--- src/rtl/pwr_seq_pkg.sv ---
`timescale 1ns/1ps
package pwr_seq_pkg;

   typedef enum logic [2:0] {
      ST_IDLE,
      ST_VID_WAIT,
      ST_VCC_WAIT,
      ST_PG_HOLD,
      ST_RST_HOLD,
      ST_RUN,
      ST_OFF,
      ST_FAULT
   } pseq_state_e;

   localparam int SIG_VID = 0;
   localparam int SIG_VCC = 1;
   localparam int SIG_REQ = 2;
   localparam int SIG_CNT = 3;

endpackage

--- src/rtl/pwr_sync.sv ---
`timescale 1ns/1ps
module pwr_sync #(
   parameter int WIDTH  = 3,
   parameter int STAGES = 2
) (
   input  logic             clk,
   input  logic             rst_n,
   input  logic [WIDTH-1:0] din,
   output logic [WIDTH-1:0] dout
);

   if (STAGES < 2) begin : g_bad_stages
      $error("pwr_sync: STAGES must be at least 2");
   end

   logic [WIDTH-1:0] stg [STAGES];

   for (genvar s = 0; s < STAGES; s++) begin : g_stage
      if (s == 0) begin : g_first
         always_ff @(posedge clk or negedge rst_n) begin
            if (!rst_n) stg[0] <= '0;
            else        stg[0] <= din;
         end
      end else begin : g_next
         always_ff @(posedge clk or negedge rst_n) begin
            if (!rst_n) stg[s] <= '0;
            else        stg[s] <= stg[s-1];
         end
      end
   end

   assign dout = stg[STAGES-1];

endmodule

--- src/rtl/pwr_tmr.sv ---
`timescale 1ns/1ps
module pwr_tmr #(
   parameter int W = 8
) (
   input  logic         clk,
   input  logic         rst_n,
   input  logic         load,
   input  logic [W-1:0] load_val,
   input  logic         en,
   output logic         done
);

   logic [W-1:0] cnt_q;

   always_ff @(posedge clk or negedge rst_n) begin
      if (!rst_n)                 cnt_q <= '0;
      else if (load)              cnt_q <= load_val;
      else if (en && cnt_q != '0) cnt_q <= cnt_q - 1'b1;
   end

   assign done = (cnt_q == '0);

endmodule

--- src/rtl/pwr_seq_ctrl.sv ---
`timescale 1ns/1ps
module pwr_seq_ctrl
   import pwr_seq_pkg::*;
#(
   parameter int CYC_PER_MS    = 100000,
   parameter int VID_SETTLE_MS = 1,
   parameter int VCC_TMO_MS    = 50,
   parameter int RST_DLY_MS    = 2,
   parameter int PG_LOW_TICKS  = 10,
   parameter int SYNC_STAGES   = 2
) (
   input  logic clk,
   input  logic rst_n,
   input  logic bclk_tick,
   input  logic vid_ok_a,
   input  logic vcc_ok_a,
   input  logic pwr_req_a,
   output logic vr_en,
   output logic pwr_good,
   output logic cpu_rst_n,
   output logic fault
);

   localparam int SETTLE_CYC = VID_SETTLE_MS * CYC_PER_MS;
   localparam int TMO_CYC    = VCC_TMO_MS * CYC_PER_MS;
   localparam int RSTD_CYC   = RST_DLY_MS * CYC_PER_MS;
   localparam int MAX_A      = (SETTLE_CYC > TMO_CYC) ? SETTLE_CYC : TMO_CYC;
   localparam int MAX_CYC    = (MAX_A > RSTD_CYC) ? MAX_A : RSTD_CYC;
   localparam int TW         = $clog2(MAX_CYC + 1);
   localparam int BW         = $clog2(PG_LOW_TICKS + 1);

   if (CYC_PER_MS < 1) begin : g_bad_cpm
      $error("pwr_seq_ctrl: CYC_PER_MS must be positive");
   end
   if (VID_SETTLE_MS < 1) begin : g_bad_settle
      $error("pwr_seq_ctrl: VID settle time must be at least 1 ms");
   end
   if (VCC_TMO_MS < 1 || VCC_TMO_MS > 50) begin : g_bad_tmo
      $error("pwr_seq_ctrl: regulator timeout must lie in 1..50 ms");
   end
   if (RST_DLY_MS < 1 || RST_DLY_MS > 10) begin : g_bad_rst
      $error("pwr_seq_ctrl: reset delay must lie in 1..10 ms");
   end
   if (PG_LOW_TICKS < 1) begin : g_bad_ticks
      $error("pwr_seq_ctrl: PG_LOW_TICKS must be positive");
   end

   // input synchronization
   logic [SIG_CNT-1:0] raw_in, sync_out;
   logic vid_s, vcc_s, req_s;

   assign raw_in[SIG_VID] = vid_ok_a;
   assign raw_in[SIG_VCC] = vcc_ok_a;
   assign raw_in[SIG_REQ] = pwr_req_a;

   pwr_sync #(.WIDTH(SIG_CNT), .STAGES(SYNC_STAGES)) i_sync (
      .clk  (clk),
      .rst_n(rst_n),
      .din  (raw_in),
      .dout (sync_out)
   );

   assign vid_s = sync_out[SIG_VID];
   assign vcc_s = sync_out[SIG_VCC];
   assign req_s = sync_out[SIG_REQ];

   // state and timers
   pseq_state_e state_q, state_d;
   logic          t_load, t_done, b_load, b_done;
   logic [TW-1:0] t_val;

   always_comb begin
      state_d = state_q;
      unique case (state_q)
         ST_IDLE:
            if (req_s && vid_s) state_d = ST_VID_WAIT;
         ST_VID_WAIT:
            if (!req_s || !vid_s) state_d = ST_IDLE;
            else if (t_done)      state_d = ST_VCC_WAIT;
         ST_VCC_WAIT:
            if (!vid_s)       state_d = ST_IDLE;
            else if (!req_s)  state_d = ST_OFF;
            else if (vcc_s)   state_d = ST_PG_HOLD;
            else if (t_done)  state_d = ST_FAULT;
         ST_PG_HOLD:
            if (!vid_s)                  state_d = ST_IDLE;
            else if (!req_s || !vcc_s)   state_d = ST_OFF;
            else if (bclk_tick && b_done) state_d = ST_RST_HOLD;
         ST_RST_HOLD:
            if (!vid_s)                state_d = ST_IDLE;
            else if (!req_s || !vcc_s) state_d = ST_OFF;
            else if (t_done)           state_d = ST_RUN;
         ST_RUN:
            if (!vid_s)                state_d = ST_IDLE;
            else if (!req_s || !vcc_s) state_d = ST_OFF;
         ST_OFF:
            state_d = ST_IDLE;
         ST_FAULT:
            if (!req_s) state_d = ST_IDLE;
         default:
            state_d = ST_IDLE;
      endcase
   end

   always_ff @(posedge clk or negedge rst_n) begin
      if (!rst_n) state_q <= ST_IDLE;
      else        state_q <= state_d;
   end

   always_comb begin
      unique case (state_d)
         ST_VID_WAIT: t_val = TW'(SETTLE_CYC - 1);
         ST_VCC_WAIT: t_val = TW'(TMO_CYC - 1);
         ST_RST_HOLD: t_val = TW'(RSTD_CYC - 1);
         default:     t_val = '0;
      endcase
   end

   assign t_load = (state_d != state_q);
   assign b_load = (state_d == ST_PG_HOLD) && (state_q != ST_PG_HOLD);

   pwr_tmr #(.W(TW)) i_ms_tmr (
      .clk     (clk),
      .rst_n   (rst_n),
      .load    (t_load),
      .load_val(t_val),
      .en      (1'b1),
      .done    (t_done)
   );

   pwr_tmr #(.W(BW)) i_tick_tmr (
      .clk     (clk),
      .rst_n   (rst_n),
      .load    (b_load),
      .load_val(BW'(PG_LOW_TICKS - 1)),
      .en      (bclk_tick),
      .done    (b_done)
   );

   // output decode, gated by the VID rail so a rail loss drops all at once
   always_comb begin
      vr_en     = 1'b0;
      pwr_good  = 1'b0;
      cpu_rst_n = 1'b0;
      unique case (state_q)
         ST_VCC_WAIT, ST_PG_HOLD, ST_OFF: vr_en = vid_s;
         ST_RST_HOLD: begin
            vr_en    = vid_s;
            pwr_good = vid_s;
         end
         ST_RUN: begin
            vr_en     = vid_s;
            pwr_good  = vid_s;
            cpu_rst_n = vid_s;
         end
         default: ;
      endcase
   end

   assign fault = (state_q == ST_FAULT);

endmodule

--- config.mk ---
export PLATFORM = sky130hd
export DESIGN_NAME = pwr_seq_ctrl
export DESIGN_NICKNAME = d
export VERILOG_FILES = /design/src/rtl/pwr_seq_pkg.sv /design/src/rtl/pwr_sync.sv /design/src/rtl/pwr_tmr.sv /design/src/rtl/pwr_seq_ctrl.sv
export SDC_FILE = /design/constraint.sdc
export NUM_CORES = 1
export LEC_CHECK = 0
export BUFFER_PORTS_ARGS = -buffer_cell sky130_fd_sc_hd__buf_4
export CAP_MARGIN = 20
export CORE_AREA = 2 2 46 90
export DETAILED_ROUTE_END_ITERATION = 16
export DIE_AREA = 0 0 48 92
export GPL_TIMING_DRIVEN = 0
export PLACE_DENSITY = 0.76
export SLEW_MARGIN = 20
export SYNTH_ARGS = -nofsm -noshare
export SYNTH_HDL_FRONTEND = slang
export SYNTH_SLANG_ARGS = --single-unit
--- constraint.sdc ---
create_clock -name clk -period 3.5 [get_ports clk]
set_input_delay 0.175 -clock clk [delete_from_list [all_inputs] [get_ports clk]]
set_output_delay 0.175 -clock clk [all_outputs]
set_load 0.01 [all_outputs]
-- Yosys cells after proc, flatten, opt, wreduce, memory -nomap -nowiden
Index checks and enable logic that the tools add are counted.
W data, S select, Z words.
- add/subtract/negate cells: 2
- equal/unequal tests: 13
- multiplexer cells: 25
- reductions and logical operators: 18
- operator list (cell ; count):
    $pmux W23 S3 ; 1
    $mux W3 ; 16
    $mux W23 ; 2
    $pmux W3 S8 ; 1
    $logic_not A23 Y1 ; 1
    $reduce_bool A23 Y1 ; 1
    $sub A23 B1 Y23 const B ; 1
    $eq A3 B3 Y1 const B ; 5
    $eq A3 B2 Y1 const B ; 4
    $mux W4 ; 2
    $eq A3 B1 Y1 const B ; 2
    $reduce_or A5 Y1 ; 1
    $logic_and A1 B1 Y1 ; 4
    $logic_not A4 Y1 ; 1
    $reduce_bool A2 Y1 ; 2
    $reduce_bool A4 Y1 ; 1
    $sub A4 B1 Y4 const B ; 1
    $logic_not A1 Y1 ; 3
    $logic_not A3 Y1 ; 1
    $mux W1 ; 3
    $ne A3 B2 Y1 const B ; 1
    $ne A3 B3 Y1 ; 1
    $logic_or A1 B1 Y1 ; 2
    $reduce_or A2 Y1 ; 1
- register bits after elaboration: 36
- input bits: 6
- logic and storage cells: 63

-- Logic depth before layout (Yosys ltp)
Gate-level depths: netlist (run 1).
- depth after elaboration: 9
- gate-level depth with buffers: 12

-- Hierarchy
From an unflattened synthesis (run 1), not the netlist that was laid out.
- cell total of the unflattened synthesis: 278
- area, all modules: 2476.1 sq um
- by module, submodules not included (module ; instances ; cells an instance ; area an instance (sq um)):
    pwr_tmr (i_ms_tmr) ; 1 ; 166 ; 1432.6
    pwr_seq_ctrl ; 1 ; 76 ; 600.6
    pwr_tmr (i_tick_tmr) ; 1 ; 27 ; 270.3
    pwr_sync ; 1 ; 9 ; 172.7

-- Worst setup path before layout (run 1)
OpenSTA, ideal clock, no wires.
- path kind: reg-to-reg
- from: reg i_ms_tmr.cnt_q[0]
- to: reg i_ms_tmr.cnt_q[18]
- setup time: 0.077 ns
- arrival time: 2.873 ns
- setup slack: 0.550 ns
- cell stages (with the launch flop): 13
- path buffers: 3
- cell sequence: dfrtp_1 > inv_1 > ha_1 > nor3b_1 > and4b_1 > buf_6 > and2_4 > buf_8 > mux2i_2 > mux2_4 > or3_4 > buf_6 > o21ai_1
- word-level cells in the longest chain between the ends: 9
- ends and longest elaborated chain (what ; RTL line ; source):
    start, declared ; pwr_tmr.sv:13 ; logic [W-1:0] cnt_q;
    start signal, assigned ; pwr_tmr.sv:17 ; else if (load) cnt_q <= load_val;
    start signal, assigned ; pwr_tmr.sv:18 ; else if (en && cnt_q != '0) cnt_q <= cnt_q - 1'b1;
    $logic_not A23 Y1 ; pwr_tmr.sv:21 ; assign done = (cnt_q == '0);
    $mux W3 ; pwr_seq_ctrl.sv:84 ; else if (t_done) state_d = ST_FAULT;
    $mux W3 ; pwr_seq_ctrl.sv:83 ; else if (vcc_s) state_d = ST_PG_HOLD;
    $mux W3 ; pwr_seq_ctrl.sv:82 ; else if (!req_s) state_d = ST_OFF;
    $mux W3 ; pwr_seq_ctrl.sv:81 ; if (!vid_s) state_d = ST_IDLE;
    $pmux W3 S8 ; pwr_seq_ctrl.sv:74 ; unique case (state_q)
    $eq A3 B3 Y1, or another cell as far along ; pwr_seq_ctrl.sv:111 ; unique case (state_d)
    $pmux W23 S3 ; pwr_seq_ctrl.sv:111 ;
    $mux W23 ; pwr_tmr.sv:17 ;
Parallel ways exist; a longest one is shown, timed or not. The select of a mux whose other input is x is not followed.
A chain may end at the register's enable or synchronous reset.

-- Final worst setup path (run 1)
- from: reg i_ms_tmr.cnt_q[0]
- to: reg i_ms_tmr.cnt_q[0]
The elaborated chain is that of the path after synthesis.

==> key figures, run 1 <==
STA
  – Min Tclk post-route: 3.26 ns
  – Hold Fails Final Rpt: 0
  – Finish-stage setup viols: 0
  – FMAX: 307 MHz
  – Max Clock Skew: 0.00840 ns
  – Slew @ Worst Pin: 0.751 ns
  – Crit share post-route: 0.931
  – Setup repair after global routing missed its margin: no
  – Worst slew margin: 0.492
  – Fin. max-slew vios: 0
  – Hold_ws: 0.349 ns

Final layout
  – Layout cell share with drive strength beyond 1: 0.134
  – Fillers: 339
  – Area Overhead vs Synth: 13.7%
  – Nets@finish: 254
  – Antenna diode count: 0

Clock tree
  – Worst-skew pair later-pin latency: 0.29 ns
  – Num CTS Buffers: 5
  – CTS Sinks: 36
  – CTS tree: yes
  – Root Buffer: clkbuf_8
  – Clk buf depth: 2
  – Clock slew at reported path FFs: 0.07 ns
  – CTS H-Tree Depth: 2

Drt
  – DR WL met2: 2640 um
  – Met3 wire len: 99 um
  – Top sig layer: met4
  – DR WL/cell: 15.9 um
  – Met1 wire length: 1800 um
  – Vias: 1696
  – Final ANT Viol Nets: 0
  – Vias/cell: 5.71
  – Post-route DRC: 0
  – Initial DRC Count: 47
  – Drt total wl: 4730 um
  – Router iterations before antenna repair: 4

Die
  – Cell Rows: 32
  – Core Area: 3800 um2
  – Die width: 48 um
  – I/O pin cnt: 10
  – Die height: 92 um
  – Die area: 4420 um2
  – Starting density of the core: 0.557

Min path
  – Hold Path Class: register to register

Synthesis
  – Yosys top cell area share: 0.425
  – Syn_nets: 234
  – Gate Count Post-Synth: 225
  – Seq cells post-synth: 36
  – Post-synth EDFFs: 0
  – Top-count cell post-synth: dfrtp_1
  – Synth top cells by count: 36 x dfrtp_1, 25 x nor2_1, 17 x nand2_1
  – Warnings, synthesis: 0
  – Most used DFF post-synth: dfrtp_1
  – Fraction of registers with async set/reset: 1.00
  – Netlist cell types: 59
  – Area contributors post-synth: dfrtp_1 43%, xnor2_1 5.4%, nor2_1 4.4%
  – Synth area leader: dfrtp_1
  – Seq/Total Area, Yosys: 0.425
  – Syn avg cell area: 9.41 um2
  – Synth Cell Area: 2120 um2

Pwr
  – PD cells: 719 nW/um2
  – Total power draw: 1.73 mW
  – Worst ir drop on vdd: 497 uV
  – Leakage: 1.01 nW

Worst setup path
  – Worst Setup Start Kind: register
  – Req. time, crit path: 3.70 ns
  – CP max FO: 8
  – Critical path class: register to register
  – Worst Path Arrival: 3.46 ns
  – R2R Setup Slk: 0.24 ns
  – Worst setup EP type: register

GRT
  – Pin count of the biggest net entering global routing: 37
  – First-pass GRT wire length: 7530 um
  – Initial antenna violation count: 0
  – GRT Overall Usage: 0.244
  – Vias in the first global route: 1697
  – Total congestion overflow: 0

Placed design
  – IO buf count: 9
  – Final weighted congestion in routability-driven placement: 0.849
  – HPWL after DPL: 3490 um

Outcome
  – Status: finished clean

Run
  – Max Cap Viol: 0
==> report_power, final <==
| part | leakage, nW | internal [mW] | switching (mW) | total [mW] |
|---|---|---|---|---|
| clock | 0.0552 | 0.211 | 0.146 | 0.358 |
| sequential | 0.462 | 0.543 | 0.126 | 0.669 |
| combinational | 0.493 | 0.325 | 0.379 | 0.704 |
==> layout make-up <==
cell class                      count  area (um2)  area share
Multi-Input combinational cell    170        1120       0.466
Sequential cell                    36         901       0.374
Timing Repair Buffer               13         108      0.0447
Clock buffer                        6        72.6      0.0301
Buffer                             10        71.3      0.0296
Tap cell                           51        63.8      0.0265
Clock inverter                      2        35.0      0.0145
Inverter                            9        33.8      0.0140
==> cell families (layout without fill, tap and decap cells) <==
| logic type | after synthesis | in the layout | synth area share |
|---|---|---|---|
| mux | 2 | 2 | 0.0136 |
| buf+inv | 19 | 40 | 0.0496 |
| fa+ha+maj | 3 | 3 | 0.0177 |
| xor+xnor | 22 | 22 | 0.0910 |
| simple gates | 97 | 97 | 0.252 |
| compound gates | 46 | 46 | 0.151 |
| flops | 36 | 36 | 0.425 |
==> placed cells by master, fill, tap and decap left out, types with 7 or more instances in the layout <==
| master | count |
|---|---|
| dfrtp_1 | 36 |
| nor2_1 | 25 |
| nand2_1 | 17 |
| xnor2_1 | 13 |
| nor3_1 | 10 |
| inv_1 | 9 |
| xor2_1 | 9 |
| buf_4 | 9 |
| clkbuf_1 | 7 |
| o21ai_0 | 7 |
==> critical path: stages (launching register included) <==
cell and delay [ns]:
dfrtp_1 0.39, inv_1 0.09, ha_1 0.20, nor3b_2 0.37
and4b_1 0.26, buf_6 0.14, and2_4 0.15, buf_8 0.12
mux2i_2 0.35, nor4b_2 0.60, o22ai_1 0.30, o211ai_1 0.19
==> routing by layer <==
metal	global-route usage	vias to the layer above
met5	0	-
met4	0.131	0
met3	0.0374	13
met2	0.423	30
met1	0.256	802
li1	-	851
==> worst paths after layout <==
| path | start | end | cells after the start |
|---|---|---|---|
| setup / recovery | i_ms_tmr.cnt_q[0] | i_ms_tmr.cnt_q[0] | 11 |
| hold / removal | i_sync.stg[5] | i_sync.dout[2] | 0 |
| setup reg to reg | i_ms_tmr.cnt_q[0] | i_ms_tmr.cnt_q[0] | 11 |
| hold reg to reg | i_sync.stg[5] | i_sync.dout[2] | 0 |
| max in group asynchronous | rst_n | i_ms_tmr.cnt_q[6] | 2 |
| min in group asynchronous | rst_n | i_sync.stg[4] | 2 |
==> flip-flops by register name, summed over array words and instances (netlist names) <==
register	flops
i_sync.stg	3
i_sync.dout	3
i_ms_tmr.cnt_q	23
state_q	3
i_tick_tmr.cnt_q	4
==> through the flow <==
step                      instance area, um2  instances  setup slack, ns  setup TNS (ns)  utilization
final                                   2410        297            0.240               0        0.633
after floorplan                         2120        225            0.550               0            -
after CTS                               2400        297           0.0264               0        0.632
after detailed placement                2250        285           -0.274           -1.32        0.591
after global placement                  2250        285           -0.315           -1.68        0.591
after global routing                    2410        297           0.0540               0        0.633
==> repair_timing <==
action,in CTS,in global routing
setup buffers,0,0
hold endpoints to repair,39,0
gates cloned,0,0
hold buffers,4,0
endpoints found under the setup margin,7,16
gates resized for setup,1,1
(Power assumes the default switching activity.)
==> inputs of run 2 (changes only) <==
--- a/config.mk
+++ b/config.mk
@@ -7,12 +7,13 @@
 export LEC_CHECK = 0
 export BUFFER_PORTS_ARGS = -buffer_cell sky130_fd_sc_hd__buf_4
 export CAP_MARGIN = 20
-export CORE_AREA = 2 2 46 90
+export CORE_AREA = 2 2 49 96
 export DETAILED_ROUTE_END_ITERATION = 16
-export DIE_AREA = 0 0 48 92
+export DIE_AREA = 0 0 51 98
 export GPL_TIMING_DRIVEN = 0
-export PLACE_DENSITY = 0.76
+export PLACE_DENSITY = 0.77
 export SLEW_MARGIN = 20
 export SYNTH_ARGS = -nofsm -noshare
 export SYNTH_HDL_FRONTEND = slang
+export SYNTH_HIERARCHICAL = 1
 export SYNTH_SLANG_ARGS = --single-unit
==> run 2 against run 1 <==
  * Synthesized cell count up 24%
  * Clock skew fell by 0.0046 ns
  * Global-route usage rose by 3.6 points
  * Final area rose by 25%
  * Worst setup slack got worse by 0.13 ns
  * Flip-flop and latch count unchanged
  * Register-to-register slack worse by 0.13 ns
  * Largest cell class unchanged
  * Clock power shrank 15%
==> key figures, run 2 <==
Outcome
  – Status: finished clean (unchanged)

Die
  – Cell Rows: 34 (was 32)
  – Die width: 51 um (was 48 um)
  – Die height: 98 um (was 92 um)
  – Starting density of the core: 0.576 (was 0.557)
  – Die area: 5000 um2 (was 4420 um2)
  – I/O pin cnt: 10 (unchanged)
  – Core Area: 4300 um2 (was 3800 um2)

Final layout
  – Register area: 901 um2 (unchanged)
  – Cell area after layout: 3020 um2 (was 2410 um2)
  – Area Overhead vs Synth: 22.0% (was 13.7%)
  – Reg with most FFs: i_ms_tmr/cnt_q (was i_ms_tmr.cnt_q)
  – Largest register FFs: 23 (unchanged)
  – Largest regs: i_ms_tmr/cnt_q x23, i_tick_tmr/cnt_q x4 (was i_ms_tmr.cnt_q x23, i_tick_tmr.cnt_q x4)
  – Fillers: 349 (was 339)
  – Layout cell share with drive strength beyond 1: 0.245 (was 0.134)
  – Area of the multi-input gates: 1550 um2 (was 1120 um2)
  – Commonest non-fill, non-tap cell in the layout: dfrtp_1 (unchanged)
  – Most frequent cells in the layout: 36 x dfrtp_1, 30 x buf_4, 25 x nand2_1 (was 36 x dfrtp_1, 25 x nor2_1, 17 x nand2_1)
  – Nets@finish: 341 (was 254)
  – Antenna diode count: 0 (unchanged)

STA
  – Min Tclk post-route: 3.39 ns (was 3.26 ns)
  – Fin. max-slew vios: 0 (unchanged)
  – Final WS setup: 0.112 ns (was 0.240 ns)
  – Worst slew margin: 0.581 (was 0.492)
  – Max Clock Skew: 0.00380 ns (was 0.00840 ns)
  – FMAX: 295 MHz (was 307 MHz)
  – Finish-stage setup viols: 0 (unchanged)
  – Slew @ Worst Pin: 0.623 ns (was 0.751 ns)
  – Crit share post-route: 0.968 (was 0.931)
  – Hold_ws: 0.296 ns (was 0.349 ns)
  – Setup tns final: 0 ns (unchanged)
  – Hold Fails Final Rpt: 0 (unchanged)

Min path
  – Hold Path Class: primary input to register (was register to register)
  – Min-delay src: bclk_tick (was i_sync.stg[5])
  – Hold path cells: 4 (was 0)
  – Worst Hold Path EP: i_tick_tmr/cnt_q[2] (was i_sync.dout[2])

Pwr
  – PD cells: 476 nW/um2 (was 719 nW/um2)
  – Comb pwr share: 0.352 (was 0.407)
  – Net Sw Frac: 0.362 (was 0.376)
  – Leakage: 1.28 nW (was 1.01 nW)
  – Int Power: 917 uW (was 1.08 mW)
  – Sequential share of power: 0.437 (was 0.387)
  – Worst ir drop on vdd: 426 uV (was 497 uV)
  – Total power draw: 1.44 mW (was 1.73 mW)
  – Share of power burned in the clock network: 0.211 (was 0.207)
  – Psw: 520 uW (was 652 uW)

GRT
  – First-pass GRT wire length: 10600 um (was 7530 um)
  – Total congestion overflow: 0 (unchanged)
  – Pin count of the biggest net entering global routing: 37 (unchanged)
  – Vias in the first global route: 2348 (was 1697)
  – GRT Overall Usage: 0.280 (was 0.244)
  – Initial antenna violation count: 0 (unchanged)

Worst setup path
  – Path depth of the worst reg2reg path: 15 (was 11)
  – Reg2Reg Capture Point: i_tick_tmr/cnt_q[3] (was i_ms_tmr.cnt_q[0])
  – Req. time, crit path: 3.67 ns (was 3.70 ns)
  – R2R Setup Slk: 0.11 ns (was 0.24 ns)
  – Critical path class: register to register (unchanged)
  – Worst Path Arrival: 3.56 ns (was 3.46 ns)
  – R2R Path Start: i_ms_tmr/cnt_q[16] (was i_ms_tmr.cnt_q[0])
  – Worst setup EP type: register (unchanged)
  – Worst Setup Start Kind: register (unchanged)
  – CP max FO: 9 (was 8)

Placed design
  – HPWL after DPL: 4280 um (was 3490 um)
  – IO buf count: 9 (unchanged)
  – Placed standard-cell area: 2670 um2 (was 2250 um2)
  – Post-Place Worst Slack: -0.610 ns (was -0.274 ns)
  – Final weighted congestion in routability-driven placement: 0.879 (was 0.849)

Drt
  – Vias: 2335 (was 1696)
  – Drt total wl: 6290 um (was 4730 um)
  – Initial DRC Count: 62 (was 47)
  – Router iterations before antenna repair: 4 (unchanged)
  – Vias/cell: 6.06 (was 5.71)
  – DR WL/cell: 16.3 um (was 15.9 um)
  – Post-route DRC: 0 (unchanged)
  – Final ANT Viol Nets: 0 (unchanged)

Synthesis
  – Netlist cell types: 68 (was 59)
  – Yosys top cell area share: 0.364 (was 0.425)
  – Fraction of registers with async set/reset: 1.00 (unchanged)
  – Most used DFF post-synth: dfrtp_1 (unchanged)
  – Area contributors post-synth: dfrtp_1 36%, o21ai_0 4.2%, xnor2_1 4.2% (was dfrtp_1 43%, xnor2_1 5.4%, nor2_1 4.4%)
  – Post-synth EDFFs: 0 (unchanged)
  – Synth Area in Adders: 0.0253 (was 0.0177)
  – Synth Area in Compound Gates: 0.204 (was 0.151)
  – Gate Count Post-Synth: 278 (was 225)
  – Synth area leader: dfrtp_1 (unchanged)
  – Top-count cell post-synth: dfrtp_1 (unchanged)
  – Warnings, synthesis: 6 (was 0)
  – Seq cells post-synth: 36 (unchanged)
  – Syn avg cell area: 8.91 um2 (was 9.41 um2)
  – Seq/Total Area, Yosys: 0.364 (was 0.425)
  – Post-synthesis mux area share: 0.0126 (was 0.0136)
  – Area share of and/or/nand/nor cells after synthesis: 0.282 (was 0.252)
  – Synth top cells by count: 36 x dfrtp_1, 26 x nand2_1, 21 x o21ai_0 (was 36 x dfrtp_1, 25 x nor2_1, 17 x nand2_1)
  – Synth Cell Area: 2480 um2 (was 2120 um2)
  – XOR/XNOR Fraction of Synth Area: 0.0460 (was 0.0910)
  – Main combinational cell family by area after synthesis: simple AND/OR/NAND/NOR gates (unchanged)

Clock tree
  – Root Buffer: clkbuf_8 (unchanged)
  – CTS tree: yes (unchanged)
  – Clock slew at reported path FFs: 0.07 ns (about the same)
  – Worst-skew pair later-pin latency: 0.28 ns (was 0.29 ns)
  – Clk buf depth: 2 (unchanged)
  – CTS H-Tree Depth: 2 (unchanged)
  – CTS Sinks: 36 (unchanged)
  – Num CTS Buffers: 5 (unchanged)

Run
  – Max Cap Viol: 0 (unchanged)
run 2: cell count changes in the layout (fill, tap and decap cells not counted), sizes merged, moves of 5 or more:
cell,previous run,this run
nand3,4,9
buf,13,37
nand2,17,26
o21ai,12,28
a31oi,2,8
conb,0,17
xor2,9,1
a21oi,4,11
run 2: stage by stage:
step / std cells / util
6_report: 385 / 0.703
2_1_floorplan: 293 / -
3_5_place_dp: 356 / 0.621
5_1_grt: 385 / 0.703
3_3_place_gp: 356 / 0.621
4_1_cts: 377 / 0.681
run 2: how the worst max path moves through the flow:
stage                          endpoint                from  cells after the start
floorplan            i_ms_tmr/cnt_q[13]  i_ms_tmr/cnt_q[16]                     17
global placement     i_ms_tmr/cnt_q[13]   i_ms_tmr/cnt_q[7]                     17
detailed placement    i_ms_tmr/cnt_q[7]   i_ms_tmr/cnt_q[7]                     17
CTS                 i_tick_tmr/cnt_q[1]  i_ms_tmr/cnt_q[16]                     15
global route        i_tick_tmr/cnt_q[3]  i_ms_tmr/cnt_q[16]                     15
finish              i_tick_tmr/cnt_q[3]  i_ms_tmr/cnt_q[16]                     15
run 2: critical path: stages, from the launching register on:
cell	delay [ns]
dfrtp_1	0.38
or4_4	0.56
and4bb_2	0.37
buf_6	0.13
nand2_2	0.07
inv_2	0.10
and2b_1	0.18
a2bb2oi_1	0.08
o21ai_1	0.11
or2_1	0.12
buf_2	0.18
nand2b_4	0.08
a311oi_2	0.35
buf_6	0.18
nor3_1	0.06
a221o_1	0.32
run 2: logic make-up (layout without fill, tap and decap cells):
group / Yosys count / in the layout
simple gates: 115 / 116
compound gates: 75 / 75
flops: 36 / 36
buf+inv: 29 / 66
xor+xnor: 13 / 13
fa+ha+maj: 5 / 5
mux: 3 / 3
other cells: 2 / 17
run 2: cell type report:
cell class	count	share of cell area
Timing Repair Buffer	30	0.0779
Sequential cell	36	0.298
Inverter	13	0.0162
Clock buffer	8	0.0298
Buffer	15	0.0418
Tap cell	54	0.0224
Multi-Input combinational cell	229	0.514
run 2: what timing repair did:
action                                 4_1_cts  5_1_grt
setup endpoints to repair                   27       25
gates resized for setup                     16       10
buffers inserted                             9        8
endpoints found under the hold margin       39        0
pin swaps                                    4        4
cloned                                       1        0
hold buffers                                 4        0
run 2: metal layers:
metal	track usage	routed length [um]	vias up
met4	0.222	469	0
met1	0.288	2160	1111
met3	0.0443	232	43
met2	0.478	3430	77
li1	-	-	1104
met5	0	0	-
run 2: power groups by stage:
stage / registers, mW / logic [mW] / clock network (mW)
after floorplan: 0.602 / 0.361 / 0
after global placement: 0.626 / 0.435 / 0
after detailed placement: 0.629 / 0.447 / 0
after CTS: 0.623 / 0.479 / 0.315
after global routing: 0.642 / 0.568 / 0.332
final: 0.628 / 0.505 / 0.304
==> inputs of run 3 (changes only) <==
--- a/config.mk
+++ b/config.mk
@@ -5,11 +5,11 @@
 export SDC_FILE = /design/constraint.sdc
 export NUM_CORES = 1
 export LEC_CHECK = 0
-export BUFFER_PORTS_ARGS = -buffer_cell sky130_fd_sc_hd__buf_4
+export BUFFER_PORTS_ARGS = -buffer_cell sky130_fd_sc_hd__buf_2
 export CAP_MARGIN = 20
-export CORE_AREA = 2 2 49 96
+export CORE_AREA = 2 2 68 70
 export DETAILED_ROUTE_END_ITERATION = 16
-export DIE_AREA = 0 0 51 98
+export DIE_AREA = 0 0 70 72
 export GPL_TIMING_DRIVEN = 0
 export PLACE_DENSITY = 0.77
 export SLEW_MARGIN = 20
==> run 3 against run 2 <==
  * Critical path type unchanged
  * Via count shrank 8.7%
  * Utilization is 1.1 points lower
  * Largest power group unchanged
  * Cell count is 2.1% lower
  * Critical endpoint is now i_ms_tmr/cnt_q[15]
==> key figures, run 3 (synthesis gave the netlist of run 2 again) <==
Drt
  – Vias: 2132 (was 2335)
  – Post-route DRC: 0 (unchanged)
  – Router iterations before antenna repair: 4 (unchanged)
  – Initial DRC Count: 83 (was 62)
  – Drt total wl: 5470 um (was 6290 um)
  – Final ANT Viol Nets: 0 (unchanged)
  – Vias/cell: 5.66 (was 6.06)
  – DR WL/cell: 14.5 um (was 16.3 um)

Min path
  – Hold Path Class: primary input to register (unchanged)
  – Min-delay src: bclk_tick (unchanged)

Pwr
  – Net Sw Frac: 0.350 (was 0.362)
  – Sequential share of power: 0.421 (was 0.437)
  – Comb pwr share: 0.331 (was 0.352)
  – PD cells: 500 nW/um2 (was 476 nW/um2)
  – Leakage: 1.24 nW (was 1.28 nW)
  – Int Power: 959 uW (was 917 uW)
  – Total power draw: 1.47 mW (was 1.44 mW)
  – Share of power burned in the clock network: 0.248 (was 0.211)
  – Worst ir drop on vdd: 351 uV (was 426 uV)
  – Psw: 516 uW (was 520 uW)

STA
  – FMAX: 294 MHz (was 295 MHz)
  – Min Tclk post-route: 3.40 ns (was 3.39 ns)
  – Finish-stage setup viols: 0 (unchanged)
  – Max Clock Skew: 0.00855 ns (was 0.00380 ns)
  – Fin. max-slew vios: 0 (unchanged)
  – Crit share post-route: 0.972 (was 0.968)
  – Slew @ Worst Pin: 0.779 ns (was 0.623 ns)
  – Worst slew margin: 0.480 (was 0.581)
  – Hold_ws: 0.330 ns (was 0.296 ns)
  – Hold Fails Final Rpt: 0 (unchanged)

Die
  – Cell Rows: 24 (was 34)
  – I/O pin cnt: 10 (unchanged)
  – Die area: 5040 um2 (was 5000 um2)
  – Die height: 72 um (was 98 um)
  – Starting density of the core: 0.581 (was 0.576)
  – Die width: 70 um (was 51 um)
  – Core Area: 4260 um2 (was 4300 um2)

Final layout
  – Area Overhead vs Synth: 19.1% (was 22.0%)
  – Most frequent cells in the layout: 36 x dfrtp_1, 25 x nand2_1, 20 x nor2_1, 20 x o21ai_0 (was 36 x dfrtp_1, 30 x buf_4, 25 x nand2_1)
  – Layout cell share with drive strength beyond 1: 0.231 (was 0.245)
  – Nets@finish: 335 (was 341)
  – Commonest non-fill, non-tap cell in the layout: dfrtp_1 (unchanged)
  – Final cell count without fillers: 377 (was 385)
  – Reg with most FFs: i_ms_tmr/cnt_q (unchanged)
  – Largest register FFs: 23 (unchanged)
  – Largest regs: i_ms_tmr/cnt_q x23, i_tick_tmr/cnt_q x4 (unchanged)
  – Antenna diode count: 0 (unchanged)
  – Cell area after layout: 2950 um2 (was 3020 um2)

Placed design
  – Final weighted congestion in routability-driven placement: 0.850 (was 0.879)
  – IO buf count: 9 (unchanged)
  – DP Cell Count: 354 (was 356)
  – HPWL after DPL: 3820 um (was 4280 um)
  – Placed standard-cell area: 2640 um2 (was 2670 um2)

Clock tree
  – Num CTS Buffers: 5 (unchanged)
  – Root Buffer: clkbuf_8 (unchanged)
  – CTS H-Tree Depth: 2 (unchanged)
  – CTS Sinks: 36 (unchanged)
  – Worst-skew pair later-pin latency: 0.30 ns (was 0.28 ns)
  – CTS tree: yes (unchanged)
  – Clk buf depth: 2 (unchanged)
  – Clock slew at reported path FFs: 0.08 ns (was 0.07 ns)

Worst setup path
  – CP max FO: 8 (was 9)
  – Worst Path Arrival: 3.64 ns (was 3.56 ns)
  – R2R Path Start: i_ms_tmr/cnt_q[15] (was i_ms_tmr/cnt_q[16])
  – Worst Setup Start Kind: register (unchanged)
  – Req. time, crit path: 3.74 ns (was 3.67 ns)
  – Worst setup EP type: register (unchanged)
  – Critical path startpoint: i_ms_tmr/cnt_q[15] (was i_ms_tmr/cnt_q[16])
  – Critical path class: register to register (unchanged)

Outcome
  – Status: finished clean (unchanged)

GRT
  – First-pass GRT wire length: 9350 um (was 10600 um)
  – Vias in the first global route: 2014 (was 2348)
  – Pin count of the biggest net entering global routing: 37 (unchanged)
  – Total congestion overflow: 0 (unchanged)
  – GRT Overall Usage: 0.232 (was 0.280)
  – Initial antenna violation count: 0 (unchanged)

Run
  – Max Cap Viol: 0 (unchanged)
## run 3: path summary, 6_finish.rpt
path	to	slack, ns	cells after the start
max	i_ms_tmr/cnt_q[15]	0.1	14
min	i_tick_tmr/cnt_q[2]	0.33	4
max reg2reg	i_ms_tmr/cnt_q[15]	0.1	14
min reg2reg	i_sync/dout[2]	0.35	0
max in group asynchronous	i_ms_tmr/cnt_q[9]	2.51	2
min in group asynchronous	i_ms_tmr/cnt_q[7]	0.49	2
## run 3: final cells by class
class | count | area (um2)
clock inverters | 3 | 42.5
fillers | 330 | 1320
multi-input cells | 228 | 1530
flip-flops and latches | 36 | 901
repair buffers | 25 | 175
inverters | 13 | 51.3
plain buffers | 15 | 119
well taps | 52 | 65.1
clock buffers | 5 | 68.8
## run 3: critical path: stages, from the launching register on
cell and delay, ns:
dfrtp_1 0.40, or4_4 0.57, and4bb_2 0.36, buf_6 0.11, nand2_2 0.07, inv_2 0.08
buf_4 0.11, and2b_1 0.14, nor3_1 0.06, a31oi_2 0.24, o21ai_1 0.11, mux2i_1 0.19
nand3_2 0.26, or4_4 0.58, nand4_1 0.08
## run 3: through the flow
stage	TNS, ns	utilization	setup slack (ns)
final	0	0.692	0.0965
after global routing	-0.0306	0.692	-0.0146
after CTS	0	0.669	0.00334
after detailed placement	-9.41	0.620	-0.525
after global placement	-9.25	0.620	-0.534
after floorplan	0	-	0.207
## run 3: timing repair
item | 4_1_cts | 5_1_grt
setup buffers | 4 | 8
endpoints found under the hold margin | 39 | 0
gates cloned | 0 | 0
pin swaps | 3 | 7
hold buffers | 4 | 0
gates resized for setup | 10 | 12
endpoints found under the setup margin | 25 | 25
## run 3: power by group through the flow
stage               sequential [mW]  combinational [mW]  clock [mW]
floorplan                     0.602               0.361           0
global placement              0.624               0.427           0
detailed placement            0.626               0.446           0
CTS                           0.620               0.470       0.378
global route                  0.638               0.551       0.393
finish                        0.620               0.489       0.366
## run 3: metal layers
metal / track usage / up-vias / wire length, um
li1: - / 1081 / -
met1: 0.300 / 1002 / 2470
met2: 0.396 / 44 / 2690
met3: 0.0403 / 5 / 253
met4: 0.0812 / 0 / 59
met5: 0 / - / 0
